**config.mk**
```make
export PLATFORM = sky130hd
export DESIGN_NAME = marker_enc10
export DESIGN_NICKNAME = d
export VERILOG_FILES = /design/src/rtl/marker_enc10.sv
export SDC_FILE = /design/constraint.sdc
export NUM_CORES = 1
export LEC_CHECK = 0
export CORE_ASPECT_RATIO = 1.2
export CORE_MARGIN = 5
export CORE_UTILIZATION = 60
export CTS_BUF_LIST = sky130_fd_sc_hd__clkbuf_8 sky130_fd_sc_hd__clkbuf_16
export DETAILED_ROUTE_END_ITERATION = 7
export DONT_BUFFER_PORTS = 1
export PLACE_DENSITY = 0.86
export SYNTH_ARGS = -nofsm -noshare
export SYNTH_HDL_FRONTEND = slang
export SYNTH_SLANG_ARGS = --single-unit
```
**constraint.sdc**
```tcl
create_clock -name clk -period 2.97 [get_ports clk]
set_clock_uncertainty 0.05 [all_clocks]
set_input_delay 0.297 -clock clk [delete_from_list [all_inputs] [get_ports clk]]
set_output_delay 0.297 -clock clk [all_outputs]
set_load 0.05 [all_outputs]
```
**src/rtl/marker_enc10.sv**
```systemverilog
module marker_enc10 (
  input  logic       clk,
  input  logic       rst,
  input  logic       in_valid,
  input  logic [7:0] in_byte,
  output logic       out_valid,
  output logic [9:0] out_code,
  input  logic [9:0] dec_code,
  output logic [7:0] dec_byte,
  output logic       dec_err
);

  function automatic logic [9:0] enc(input logic [7:0] x);
    logic [0:7] b;
    logic [0:9] o;
    b = x;
    case (b[0:1])
      2'b00: o = (b[2:3] == 2'b01) ? {1'b1, b[5], b[4], b[6], 5'b00101, b[7]}
                                   : {4'b0101, b[2:7]};
      2'b01: o = {b[2], 4'b0101, b[3:7]};
      2'b10: o = (b[2:3] == 2'b01) ? {b[4:5], 2'b00, b[6:7], 4'b0101}
                                   : {b[2:3], 4'b0101, b[4:7]};
      default: o = (b[3:4] == 2'b01) ? {b[2], b[5], 2'b11, b[6:7], 4'b0101}
                                     : {b[2:4], 4'b0101, b[5:7]};
    endcase
    return o;
  endfunction

  always_ff @(posedge clk) begin
    if (rst) begin
      out_valid <= 1'b0;
      out_code  <= '0;
    end else begin
      out_valid <= in_valid;
      if (in_valid) out_code <= enc(in_byte);
    end
  end

  logic [0:9] w;
  logic [7:0] cand [7];
  assign w = dec_code;

  always_comb begin
    cand[0] = {4'b0001, w[2], w[1], w[3], w[9]};
    cand[1] = {2'b00, w[4:9]};
    cand[2] = {2'b01, w[0], w[5:9]};
    cand[3] = {4'b1001, w[0:1], w[4:5]};
    cand[4] = {2'b10, w[0:1], w[6:9]};
    cand[5] = {2'b11, w[0], 2'b01, w[1], w[4:5]};
    cand[6] = {2'b11, w[0:2], w[7:9]};
  end

  always_comb begin
    dec_byte = '0;
    dec_err  = 1'b1;
    for (int i = 0; i < 7; i++) begin
      if (dec_err && enc(cand[i]) == dec_code) begin
        dec_byte = cand[i];
        dec_err  = 1'b0;
      end
    end
  end

endmodule


```
* Yosys cells after proc, flatten, opt, wreduce, memory -nomap -nowiden
Cells that the tools add are included.
W data, S select, Z words.
** Word-level totals
- Logic and storage cells :: 44
- Output and inout port bits :: 20
- Input bits :: 21
- Flip-flop bits (word level) :: 11
** Cells by class
- Reductions and logical operators :: 7
- Mux-type cells :: 21
- Eq/ne operators :: 14
** Operators by type and width (number)
- $mux W8 :: 6
- $mux W10 :: 4
- $eq A10 B10 Y1 :: 3
- $pmux W10 S3 :: 1
- $mux W9 :: 2
- $eq A2 B1 Y1 const B :: 6
- $eq A6 B6 Y1 const A :: 2
- $mux W1 :: 7
- $eq A3 B6 Y1 const A :: 1
- $logic_and A1 B1 Y1 :: 6
- $mux W5 :: 1
- $eq A3 B4 Y1 const A :: 1
- $eq A2 B2 Y1 const B :: 1
- $logic_not A2 Y1 :: 1

* Longest topological paths before layout
- Depth after elaboration :: 15
- Depth in mapped cells :: 6
- Gate-level depth less buffers :: 5

* Worst setup path before layout
Ideal clock, no wire load.
- Path type :: input to output
- Start point :: input dec_code[4]
- End point :: output dec_err
- Path slack :: 0.240 ns
- Buffers on the path :: 1
- Stages :: 5
- Arrival time :: 2.383 ns
- Required time :: 2.623 ns
- Cell sequence :: buf_2 > nand2b_1 > or4_1 > nand2_1 > nor4_1
** On the way
- Word-level cells in the longest chain between the ends :: 15
- Elaborated cells on any way between the ends :: 19
- Those cells by class :: eq/ne: 5; mux: 8; reduce/logical: 6
** Ends and longest elaborated chain
- start: declaration :: line 8 : input logic [9:0] dec_code,
- $eq A2 B1 Y1
- $mux W10 :: line 18 : 2'b00: o = (b[2:3] == 2'b01) ? {1'b1, b[5], b[4], b[6], 5'b00101, b[7]}
- $eq A10 B10 Y1 :: line 57 : if (dec_err && enc(cand[i]) == dec_code) begin
- $logic_and A1 B1 Y1 :: line 57
- $mux W1 :: line 57
- $logic_and A1 B1 Y1 :: line 57
- $mux W1 :: line 57
- $logic_and A1 B1 Y1 :: line 57
- $mux W1 :: line 57
- $logic_and A1 B1 Y1 :: line 57
- $mux W1 :: line 57
- $logic_and A1 B1 Y1 :: line 57
- $mux W1 :: line 57
- $logic_and A1 B1 Y1 :: line 57
- $mux W1 * :: line 57
- end: declaration :: line 10 : output logic dec_err
Mark *: on every way between the ends. The rest lies on a longest branch, timed or not.

* Worst setup path after layout
- Start point :: input dec_code[9]
- End point :: output dec_byte[3]
** On the way
- Word-level cells in the longest chain between the ends :: 14
- Elaborated cells on any way between the ends :: 25
- Those cells by class :: eq/ne: 5; mux: 14; reduce/logical: 6
** Ends and longest elaborated chain
- $eq A6 B6 Y1 :: line 57
- $mux W1 :: line 57
- $logic_and A1 B1 Y1 :: line 57
- $mux W1 :: line 57
- $logic_and A1 B1 Y1 :: line 57
- $mux W1 :: line 57
- $logic_and A1 B1 Y1 :: line 57
- $mux W1 :: line 57
- $logic_and A1 B1 Y1 :: line 57
- $mux W1 :: line 57
- $logic_and A1 B1 Y1 :: line 57
- $mux W1 :: line 57
- $logic_and A1 B1 Y1 :: line 57
- $mux W8 * :: line 57
- end: declaration :: line 9 : output logic [7:0] dec_byte,
Marked as above.

==> summary.md <==
| Metric | Value |
|---|---|
| Syn_nets | 160 |
| Async set-reset flop share out of synthesis | 0 |
| Met3 GRT Util | 0.0744 |
| Vias in the first global route | 991 |
| Clock buffer count from CTS | 3 |
| Power Density | 423 nW/µm² |
| Final Hold Viols | 0 |
| Largest net degree at the start of global routing | 22 |
| Antenna cells | 0 |
| Root Driver | clkbuf_8 |
| Synthesized area per cell | 7.32 µm² |
| Crit path time final | 2310 ps |
| Post-CTS Hold Buffers | 0 |
| Reg2reg setup slack | 1880 ps |
| Most crowded layer after global routing | met2 |
| Slew HR | 0.456 |
| Final slew viol count | 0 |
| # Max-Cap Violations | 0 |
| Post-DP HPWL | 2100 µm |
| Flops & latches, synth | 11 |
| Maximum clock frequency | 433 MHz |
| Die W | 47.6 µm |
| CP max stage cell | or4_4 |
| FF-to-FF path depth | 2 |
| Worst-case clock buffer depth | 2 |
| Total wire length | 2820 µm |
| Syn Std Cell Area | 1020 µm² |
| Main synth FF type | dfxtp_1 |
| Peak VDD IR | 0.330 mV |
| Setup TNS | 0 ps |
| R2r startpoint | out_code[7] |
| Congestion Overflow GR | 0 |
| Height of the chip | 55.1 µm |
| Setup repair bufs after CTS | 0 |
| Layout cells sized above 1 | 0.129 |
| Data arrival, critical path | 1960 ps |
| Final period util | 0.778 |
| Worst-path maximum fanout | 6 |
| Worst skew pair latency | 240 ps |
| Crit-path cells | nand2b_1 > or4_4 > a211oi_4 > a21o_1 > a221o_1 |
| TritonCTS clock tree | yes |
| Post-synth EDFFs | 0 |
| Nets | 162 |
| Cells after Synth | 139 |
| Slowest cell delay on critical path | 540 ps |
| Largest area contributor in the netlist | dfxtp_1 |
| Startpoint types | primary input |
| Synth unique cells | 48 |
| Worst Hold Depth | 1 |
| Setup WS pre-CTS | 668 ps |
| Lkg Pwr | 0.446 nW |
| CTS H-Tree Depth | 1 |
| Initial Util | 0.627 |
| WL per Instance | 17.8 µm |
| Initial antenna violation count | 0 |
| Worst min path class | primary input to flip-flop |
| RePlAce Congestion | 1.00 |
| Vias per cell | 6.65 |
| Iteration-0 DRC Markers | 43 |
| Final WS setup | 660 ps |
| Worst slew pin tran | 809 ps |
| Total power | 0.464 mW |
| Register area share after synthesis | 0.216 |
| Synth Warn # | 0 |
| Num ports | 41 |
| CTS sink cnt | 11 |
| Final setup fails | 0 |
| WHS | 71.5 ps |
| Hold path endpoint | out_valid |
| Core box area | 1620 µm² |
| Crit end category | output pin |
| M1 GR Usage | 0.257 |
| Commonest cells post-synth | 15 x a21oi_1, 14 x nor2_1, 11 x dfxtp_1 |
| Unrepaired setup endpoints after global routing | false |
| Top cell type's share of synthesized area | 0.216 |
| GR Util met2 | 0.420 |
| Final core utilization | 0.677 |
| Fillers | 131 |
| Global-route wire length before repair | 4420 µm |
| HP Start | rst |
| DRC | 0 |
| FP Rows | 16 |
| Total GRT Usage | 0.238 |
| Area Overhead vs Synth | 7.87% |
| Post-CTS sizing | 0 |
| Worst Setup Path Type | primary input to output pin |
| Die Area | 2620 µm² |
| CTS clk-pin slew, worst paths | 50 ps |
| Synth top area cells | dfxtp_1 22%, a21oi_1 7.4%, nor2_1 5.2% |
| Outcome | finished clean |
| Reg2reg end | out_code[7] |
| Port-buffer cells | 0 |
| Most frequent cell after synthesis | a21oi_1 |
| Total number of vias | 1050 |
| Final ANT Viol Nets | 0 |
| Required time of the critical path | 2620 ps |
| Drt first pass iters | 4 |
## cells by family after synthesis
| kind of cell | share of synthesized area |
|---|---|
| mux | 0.00984 |
| flops | 0.216 |
| xor+xnor | 0.0172 |
| simple gates | 0.317 |
| compound gates | 0.375 |
| buf+inv | 0.0640 |
## critical path, delay by kind of cell
kind	cells	cell delay, ps
compound gates	3	960
simple gates	2	690
## where the power goes
group	leakage, nW	internal, mW	total [mW]	switching (mW)
clock	0.0269	0.0905	0.145	0.0543
combinational	0.328	0.0462	0.117	0.0705
sequential	0.0913	0.159	0.203	0.0440
total	0.446	0.296	0.464	0.169
## metrics by stage
stage | instances | instance area, µm²
after CTS | 158 | 1100
after global routing | 158 | 1100
after detailed placement | 154 | 1050
final | 158 | 1100
after floorplan | 139 | 1020
after global placement | 154 | 1050
## sequential cells by signal, summed over array words and instances, names as in the netlist
signal,count
out_code,10
out_valid,1
## cell type report
type                       count  area, µm²  area share
multi-input combinational    112        738       0.673
sequential                    11        220       0.201
timing repair buffer           6       45.0      0.0410
clock buffer                   3       41.3      0.0376
inverter                       7       26.3      0.0239
tap                           18       22.5      0.0205
clock inverter                 1       3.75     0.00342
## routing by layer
metal / vias up / share of wire
met5: - / 0
met1: 472 / 0.35
met2: 48 / 0.52
li1: 521 / -
met4: 0 / 0.026
met3: 9 / 0.10
## placed cells by master (no fill, tap or decap), drive strengths merged, types with 3 or more instances in the layout
cell / count
a21oi: 15
buf: 6
nand3: 3
nand2: 9
o21ai: 14
dfxtp: 11
a21o: 3
nand2b: 7
nor2: 15
o221ai: 3
inv: 8
clkbuf: 3
a211oi: 5
## worst max-delay path by stage
stage	start	slack [ps]	end
after floorplan	dec_code[4]	240	dec_err
after global placement	dec_code[9]	720	dec_byte[3]
after detailed placement	dec_code[9]	670	dec_byte[3]
after CTS	dec_code[9]	660	dec_byte[3]
after global routing	dec_code[9]	610	dec_byte[3]
final	dec_code[9]	660	dec_byte[3]
(Power assumes the default switching activity.)
